[config.mk]
export PLATFORM = sky130hd
export DESIGN_NAME = irrx_capture
export DESIGN_NICKNAME = d
export VERILOG_FILES = /design/src/rtl/irrx_pkg.sv /design/src/rtl/irrx_prescaler.sv /design/src/rtl/irrx_width_engine.sv /design/src/rtl/irrx_capbuf.sv /design/src/rtl/irrx_capture.sv
export SDC_FILE = /design/constraint.sdc
export NUM_CORES = 1
export LEC_CHECK = 0
export CAP_MARGIN = 20
export CORE_MARGIN = 2
export CORE_UTILIZATION = 44
export DETAILED_ROUTE_END_ITERATION = 10
export DONT_BUFFER_PORTS = 1
export PLACE_DENSITY = 0.58
export SLEW_MARGIN = 20
export SYNTH_ARGS = -nofsm -noshare
export SYNTH_HDL_FRONTEND = slang
export SYNTH_SLANG_ARGS = --single-unit
export TNS_END_PERCENT = 50
[constraint.sdc]
create_clock -name clk -period 4.3 [get_ports clk]
set_input_delay 0.86 -clock clk [delete_from_list [all_inputs] [get_ports clk]]
set_output_delay 0.86 -clock clk [all_outputs]
set_load 0.005 [all_outputs]
[src/rtl/irrx_pkg.sv]
package irrx_pkg;
  localparam int unsigned LANES   = 4;
  localparam int unsigned LANE_W  = 8;
  localparam int unsigned BUS_DW  = 32;
  localparam int unsigned ADDR_W  = 8;

  localparam logic [ADDR_W-1:0] OFS_ENABLE  = 8'h0C;
  localparam logic [ADDR_W-1:0] OFS_PERIOD  = 8'h10;
  localparam logic [ADDR_W-1:0] OFS_RESTART = 8'h20;
  localparam logic [ADDR_W-1:0] OFS_BUF     = 8'h88;
  localparam logic [ADDR_W-1:0] OFS_IEN     = 8'hCC;
  localparam logic [ADDR_W-1:0] OFS_ACK     = 8'hD0;

  localparam int unsigned RX_EN_BIT  = 0;
  localparam int unsigned PW_EN_BIT  = 13;
  localparam int unsigned PER_LSB    = 8;

  localparam logic [LANE_W-1:0] WIDTH_MAX = 8'hFF;

  typedef enum logic [1:0] {
    CAP_ARMED = 2'd0,
    CAP_RUN   = 2'd1,
    CAP_HALT  = 2'd2
  } cap_state_e;
endpackage

[src/rtl/irrx_prescaler.sv]
module irrx_prescaler #(
  parameter int unsigned PERIOD_W = 13
) (
  input  logic                clk,
  input  logic                rst_n,
  input  logic                run_i,
  input  logic                restart_i,
  input  logic [PERIOD_W-1:0] period_i,
  output logic                tick_o
);
  logic [PERIOD_W-1:0] cnt_q;
  logic [PERIOD_W-1:0] cnt_d;
  logic [PERIOD_W-1:0] limit;

  always_comb begin
    limit  = (period_i == '0) ? '0 : period_i - 1'b1;
    tick_o = run_i && (cnt_q >= limit);
    if (!run_i || restart_i || tick_o) begin
      cnt_d = '0;
    end else begin
      cnt_d = cnt_q + 1'b1;
    end
  end

  always_ff @(posedge clk or negedge rst_n) begin
    if (!rst_n) begin
      cnt_q <= '0;
    end else begin
      cnt_q <= cnt_d;
    end
  end
endmodule

[src/rtl/irrx_width_engine.sv]
module irrx_width_engine
  import irrx_pkg::*;
#(
  parameter int unsigned ENTRIES       = 68,
  parameter int unsigned IDX_W         = 7,
  parameter bit          RX_ACTIVE_LOW = 1'b1
) (
  input  logic              clk,
  input  logic              rst_n,
  input  logic              rx_i,
  input  logic              tick_i,
  input  logic              restart_i,
  output logic              we_o,
  output logic [IDX_W-1:0]  idx_o,
  output logic [LANE_W-1:0] data_o,
  output logic              done_evt_o
);
  localparam logic [IDX_W-1:0]  LAST_IDX = IDX_W'(ENTRIES - 1);
  localparam logic [LANE_W-1:0] NEAR_MAX = WIDTH_MAX - 1'b1;

  logic              sync1_q, sync2_q;
  logic              active;
  cap_state_e        st_q, st_d;
  logic              pol_q, pol_d;
  logic [LANE_W-1:0] cnt_q, cnt_d;
  logic [IDX_W-1:0]  idx_q, idx_d;

  // two-flop synchroniser, idle level out of reset
  always_ff @(posedge clk or negedge rst_n) begin
    if (!rst_n) begin
      sync1_q <= RX_ACTIVE_LOW;
      sync2_q <= RX_ACTIVE_LOW;
    end else begin
      sync1_q <= rx_i;
      sync2_q <= sync1_q;
    end
  end

  assign active = sync2_q ^ RX_ACTIVE_LOW;

  always_comb begin
    st_d       = st_q;
    pol_d      = pol_q;
    cnt_d      = cnt_q;
    idx_d      = idx_q;
    we_o       = 1'b0;
    data_o     = cnt_q;
    done_evt_o = 1'b0;
    if (restart_i) begin
      st_d  = CAP_ARMED;
      pol_d = 1'b0;
      cnt_d = '0;
      idx_d = '0;
    end else if (tick_i) begin
      unique case (st_q)
        CAP_ARMED: begin
          if (active) begin
            st_d  = CAP_RUN;
            pol_d = 1'b1;
            cnt_d = 8'd1;
            idx_d = '0;
          end
        end
        CAP_RUN: begin
          if (active == pol_q) begin
            if (cnt_q != WIDTH_MAX) cnt_d = cnt_q + 1'b1;
            if (!pol_q && (cnt_q == NEAR_MAX)) begin
              we_o       = 1'b1;
              data_o     = WIDTH_MAX;
              done_evt_o = 1'b1;
              st_d       = CAP_HALT;
            end
          end else begin
            we_o = 1'b1;
            if (idx_q == LAST_IDX) begin
              done_evt_o = 1'b1;
              st_d       = CAP_HALT;
            end else begin
              idx_d = idx_q + 1'b1;
              pol_d = active;
              cnt_d = 8'd1;
            end
          end
        end
        default: ;
      endcase
    end
  end

  always_ff @(posedge clk or negedge rst_n) begin
    if (!rst_n) begin
      st_q  <= CAP_ARMED;
      pol_q <= 1'b0;
      cnt_q <= '0;
      idx_q <= '0;
    end else begin
      st_q  <= st_d;
      pol_q <= pol_d;
      cnt_q <= cnt_d;
      idx_q <= idx_d;
    end
  end

  assign idx_o = idx_q;
endmodule

[src/rtl/irrx_capbuf.sv]
module irrx_capbuf
  import irrx_pkg::*;
#(
  parameter int unsigned ENTRIES = 68,
  parameter int unsigned IDX_W   = 7
) (
  input  logic                      clk,
  input  logic                      rst_n,
  input  logic                      clear_i,
  input  logic                      we_i,
  input  logic [IDX_W-1:0]          idx_i,
  input  logic [LANE_W-1:0]         data_i,
  output logic [ENTRIES*LANE_W-1:0] flat_o
);
  for (genvar e = 0; e < ENTRIES; e++) begin : g_ent
    logic [LANE_W-1:0] ent_q;
    logic [LANE_W-1:0] ent_d;
    logic              ent_en;

    always_comb begin
      ent_en = clear_i || (we_i && (idx_i == IDX_W'(e)));
      ent_d  = clear_i ? '0 : data_i;
    end

    always_ff @(posedge clk or negedge rst_n) begin
      if (!rst_n) begin
        ent_q <= '0;
      end else if (ent_en) begin
        ent_q <= ent_d;
      end
    end

    assign flat_o[e*LANE_W +: LANE_W] = ent_q;
  end
endmodule

[src/rtl/irrx_capture.sv]
module irrx_capture
  import irrx_pkg::*;
#(
  parameter int unsigned WORDS         = 17,
  parameter int unsigned PERIOD_W      = 13,
  parameter bit          RX_ACTIVE_LOW = 1'b1,
  parameter logic [PERIOD_W-1:0] PERIOD_RST = 13'hC00
) (
  input  logic        clk,
  input  logic        rst_n,
  input  logic        ir_rx_i,
  input  logic        bus_sel_i,
  input  logic        bus_wr_i,
  input  logic [7:0]  bus_addr_i,
  input  logic [31:0] bus_wdata_i,
  output logic [31:0] bus_rdata_o,
  output logic        irq_o
);
  localparam int unsigned ENTRIES = WORDS * LANES;
  localparam int unsigned IDX_W   = $clog2(ENTRIES);
  localparam int unsigned FLAT_W  = ENTRIES * LANE_W;
  localparam logic [5:0]  WORDS_L = 6'(WORDS);

  logic                rx_en_q, rx_en_d;
  logic                pw_en_q, pw_en_d;
  logic [PERIOD_W-1:0] period_q, period_d;
  logic                ien_q, ien_d;
  logic                status_q, status_d;

  logic                wr;
  logic                restart;
  logic                ack;
  logic                run;
  logic                tick;
  logic                buf_we;
  logic [IDX_W-1:0]    buf_idx;
  logic [LANE_W-1:0]   buf_data;
  logic                done_evt;
  logic [FLAT_W-1:0]   buf_flat;

  logic [ADDR_W-1:0]   buf_off;
  logic                buf_hit;

  assign wr      = bus_sel_i && bus_wr_i;
  assign restart = wr && (bus_addr_i == OFS_RESTART) && bus_wdata_i[0];
  assign ack     = wr && (bus_addr_i == OFS_ACK) && bus_wdata_i[0];
  assign run     = rx_en_q && pw_en_q;

  irrx_prescaler #(.PERIOD_W(PERIOD_W)) u_presc (
    .clk       (clk),
    .rst_n     (rst_n),
    .run_i     (run),
    .restart_i (restart),
    .period_i  (period_q),
    .tick_o    (tick)
  );

  irrx_width_engine #(
    .ENTRIES       (ENTRIES),
    .IDX_W         (IDX_W),
    .RX_ACTIVE_LOW (RX_ACTIVE_LOW)
  ) u_engine (
    .clk        (clk),
    .rst_n      (rst_n),
    .rx_i       (ir_rx_i),
    .tick_i     (tick),
    .restart_i  (restart),
    .we_o       (buf_we),
    .idx_o      (buf_idx),
    .data_o     (buf_data),
    .done_evt_o (done_evt)
  );

  irrx_capbuf #(.ENTRIES(ENTRIES), .IDX_W(IDX_W)) u_buf (
    .clk     (clk),
    .rst_n   (rst_n),
    .clear_i (restart),
    .we_i    (buf_we),
    .idx_i   (buf_idx),
    .data_i  (buf_data),
    .flat_o  (buf_flat)
  );

  // register file next state
  always_comb begin
    rx_en_d  = rx_en_q;
    pw_en_d  = pw_en_q;
    period_d = period_q;
    ien_d    = ien_q;
    if (wr && (bus_addr_i == OFS_ENABLE)) begin
      rx_en_d = bus_wdata_i[RX_EN_BIT];
      pw_en_d = bus_wdata_i[PW_EN_BIT];
    end
    if (wr && (bus_addr_i == OFS_PERIOD)) begin
      period_d = bus_wdata_i[PER_LSB +: PERIOD_W];
    end
    if (wr && (bus_addr_i == OFS_IEN)) begin
      ien_d = bus_wdata_i[0];
    end
    if (done_evt) begin
      status_d = 1'b1;
    end else if (ack) begin
      status_d = 1'b0;
    end else begin
      status_d = status_q;
    end
  end

  always_ff @(posedge clk or negedge rst_n) begin
    if (!rst_n) begin
      rx_en_q  <= 1'b0;
      pw_en_q  <= 1'b0;
      period_q <= PERIOD_RST;
      ien_q    <= 1'b0;
      status_q <= 1'b0;
    end else begin
      rx_en_q  <= rx_en_d;
      pw_en_q  <= pw_en_d;
      period_q <= period_d;
      ien_q    <= ien_d;
      status_q <= status_d;
    end
  end

  assign irq_o = status_q && ien_q;

  // read path
  always_comb begin
    buf_off     = bus_addr_i - OFS_BUF;
    buf_hit     = (bus_addr_i >= OFS_BUF) && (buf_off[7:2] < WORDS_L) &&
                  (buf_off[1:0] == 2'b00);
    bus_rdata_o = '0;
    if (bus_sel_i && !bus_wr_i) begin
      if (bus_addr_i == OFS_ENABLE) begin
        bus_rdata_o[RX_EN_BIT] = rx_en_q;
        bus_rdata_o[PW_EN_BIT] = pw_en_q;
      end else if (bus_addr_i == OFS_PERIOD) begin
        bus_rdata_o[PER_LSB +: PERIOD_W] = period_q;
      end else if (bus_addr_i == OFS_IEN) begin
        bus_rdata_o[0] = ien_q;
      end else if (buf_hit) begin
        for (int w = 0; w < WORDS; w++) begin
          if (buf_off[7:2] == 6'(w)) begin
            bus_rdata_o = buf_flat[w*BUS_DW +: BUS_DW];
          end
        end
      end
    end
  end
endmodule

==> flow_summary.json <==
{
  "avgSynthCellArea_um2": 10.2,
  "cp.arrival_ns": 4.77,
  "setup_tns_ns": -0.0555,
  "p_int_uw": 9470,
  "fin_ws_ns": -0.0218,
  "grt_util_all_layers": 0.294,
  "grt_overflow_total": 0,
  "ys.flop_type": "dfrtp_1",
  "first_global_vias": 25400,
  "fin_crit_sh": 1.01,
  "p_comb_frac": 0.094,
  "p_leak_uw": 0.0217,
  "ys_warn_count": 0,
  "chipHeight_um": 271,
  "vias_per_cell": 6.12,
  "synth_cell_types": 84,
  "seq_area_frac_synth": 0.473,
  "coreArea_mm2": 0.0711,
  "ir_drop_mv": 0.253,
  "fp.dieArea_mm2": 0.0737,
  "fmax_ghz": 0.231,
  "synth_area_leader_cell": "dfrtp_1",
  "areaGrowthSynthToFinish_pct": 19.7,
  "die_w_um": 271,
  "htreeDepth": 3,
  "firstDrtPassIters": 6,
  "p_seq_frac": 0.445,
  "row_count": 98,
  "switchingPower_uw": 3140,
  "synth_area_leaders": "dfrtp_1, mux2i_1, nor2_1",
  "relSlewSlack": 0.0730,
  "crit_slowest_cell": "dfrtp_1",
  "hpwlAfterDp_um": 70500,
  "synth_top_area_frac": 0.469,
  "grt_use_met1": 0.409,
  "crit_chain": "inv_2 > ha_4 > nand2_2 > or3_4 > or3_4 > or3_4 > or2_4 > and2_4 > ha_4 > nor2b_4 > o21ai_2 > a31oi_2 > o211ai_1 > clkbuf_16 > buf_12 > clkbuf_16 > nand4_4 > buf_12 > mux2i_1 > nor2_1",
  "cts_sinks": 594,
  "antenna_found_initial": 4,
  "seq_area_mm2": 0.0149,
  "pwr-share-clk": 0.461,
  "place_area_mm2": 0.0346,
  "insertion_delay_ns": 0.62,
  "swShare": 0.249,
  "detail-route-antenna-nets": 0,
  "worst_slew_pin_slew_ns": 1.39,
  "skew_ns": 0.0226,
  "required_ns": 4.75,
  "maxCapViolations": 0,
  "run_status": "complete, but fails checks",
  "report.final.slew_viol_count": 0,
  "reg2reg_depth": 20,
  "place.gp.congestion": 0.942,
  "postSynthCellCount": 3070,
  "p_per_area_mw_per_mm2": 335,
  "stdcell_count": 4184,
  "worstSetupStartpointType": "register",
  "dr.first_iter.drc_count": 2781,
  "routed_wl_um": 110000,
  "portBuffers": 0,
  "path_common_cell": "or3_4",
  "antennaDiodeCount": 0,
  "synth_nets": 3137,
  "fin_nets": 3252,
  "worst_path_largest_cell_delay_ns": 0.39,
  "drc": 0,
  "violations": "negative setup slack",
  "root_buffer": "clkbuf_16",
  "grt_use_met3": 0.0566,
  "multi_input_area_mm2": 0.0160,
  "post-place-ws_ns": -0.233,
  "end_kind": "register",
  "async_flop_share": 1.00,
  "synth_edf_count": 0,
  "nFillCells": 6334,
  "cts_tree": "yes",
  "final_layout_size_suffix_gt1_frac": 0.192,
  "start_util": 0.442,
  "placed_cells": 4041,
  "grt_max_degree": 595,
  "synth-seq-cells": 594,
  "syn_area_mm2": 0.0315,
  "hold_violations": 0,
  "clock_path_buffers": 3,
  "use_met2": 0.450,
  "rsz0062_at_grt": "true",
  "design_area_mm2": 0.0377,
  "clkTransAtPathRegs_ns": 0.06,
  "path_class": "register to register",
  "busiest_layer": "met2",
  "min_path_type": "input pin to async pin",
  "cp_max_fo": 8,
  "final_util": 0.530,
  "wl_per_cell_um": 26.3,
  "setup_viol": 3,
  "grt_pass1_wl_um": 164000,
  "period_minus_slack_ns": 4.32,
  "cts_inserted_buffers": 68,
  "num_io_pins": 78,
  "vias": 25600
}
## layer usage
layer,part of all wire,vias up
li1,-,11200
met1,0.43,13100
met2,0.45,1128
met3,0.083,225
met4,0.043,6
met5,0.00042,-
## sequential cells by signal (all words and copies together), names as in the netlist, 2 cells and up
signal             flops
u_buf.g_ent.ent_q    544
u_presc.cnt_q         13
u_engine.st_q          2
period_q              13
u_engine.idx_o         7
u_engine.cnt_q         8
## stage by stage
step	hold slack (ns)	total power, µW
floorplan	0.345	6190
global placement	0.351	6560
detailed placement	0.353	6570
CTS	-0.0380	12400
global route	0.224	13000
finish	0.231	12600
## power groups by stage
stage / clock network, µW / logic (µW) / registers, µW
global placement: 0 / 856 / 5710
CTS: 5880 / 874 / 5610
detailed placement: 0 / 865 / 5710
finish: 5810 / 1190 / 5610
global route: 6110 / 1250 / 5600
floorplan: 0 / 484 / 5710
## cells in the final DEF (no fill, tap or decap), drive strengths merged, types with 23 or more instances in the layout
cell    netlist  layout
mux2i       572     572
dfrtp       590     590
o21ai        95      95
nand4        78      78
nand3        30      30
buf          87     287
o22ai        23      23
clkbuf      159     104
a21oi        84      84
a221oi       41      41
a22oi        39      39
mux2         28      28
nand2       120     120
nor2        726     726
nor3         28      28
## what timing repair did
action,4_1_cts,5_1_grt
buffers inserted,1,18
hold endpoints to repair,173,4
resized for setup,15,105
endpoints found under the setup margin,71,565
pin swaps,1,12
gates cloned,0,2
## worst paths after layout
check | from | endpoint | slack, ns
min | rst_n | u_buf.g_ent[9].ent_q[0] | 0.23
max reg2reg | period_q[0] | u_buf.g_ent[28].ent_q[4] | -0.02
min in group clk | ir_rx_i | u_engine.sync1_q | 0.26
max | period_q[0] | u_buf.g_ent[28].ent_q[4] | -0.02
min reg2reg | u_engine.sync1_q | u_engine.sync2_q | 0.36
max in group asynchronous | rst_n | u_buf.g_ent[48].ent_q[3] | 1.99
## Yosys cell counts (all sizes together) (10+ instances only)
cell type	number
a22oi	39
ha	22
a211oi	14
nor2	726
nor2b	11
mux2	28
mux4	20
or3	17
a31oi	17
xor2	15
o22ai	23
buf	87
a21oi	84
mux2i	572
nor3	28
o221ai	10
dfrtp	590
o211ai	14
nand2b	20
inv	20
nand4	78
and3	16
clkbuf	159
xnor2	13
or2	12
a221oi	41
nand3	30
nand2	120
o21ai	95
## cell families (layout without fill, tap and decap cells)
group / after synthesis / count (layout) / share of synthesized area
AO/OA/AOI/OAI: 448 / 448 / 0.0998
adder cells (fa/ha/maj): 22 / 22 / 0.00875
buffers and inverters: 268 / 432 / 0.0364
multiplexers: 620 / 620 / 0.206
XOR/XNOR: 28 / 28 / 0.00779
flip-flops: 594 / 594 / 0.473
AND/OR/NAND/NOR: 1090 / 1090 / 0.168
## critical path, delay by kind of cell (launching register included)
family | cells | cell delay (ns)
DFF | 1 | 0.39
adders and majority gates | 2 | 0.41
and+or+nand+nor | 9 | 1.69
buffers and inverters | 5 | 0.92
muxes | 1 | 0.18
AOI/OAI and AO/OA | 3 | 0.55
## layout make-up
cell class	count	area share
clock buffers	101	0.0523
clock inverters	18	0.00591
inverters	22	0.00223
multi-input cells	2208	0.425
flip-flops and latches	594	0.395
well taps	950	0.0316
repair buffers	291	0.0881
(Power assumes the default switching activity.)
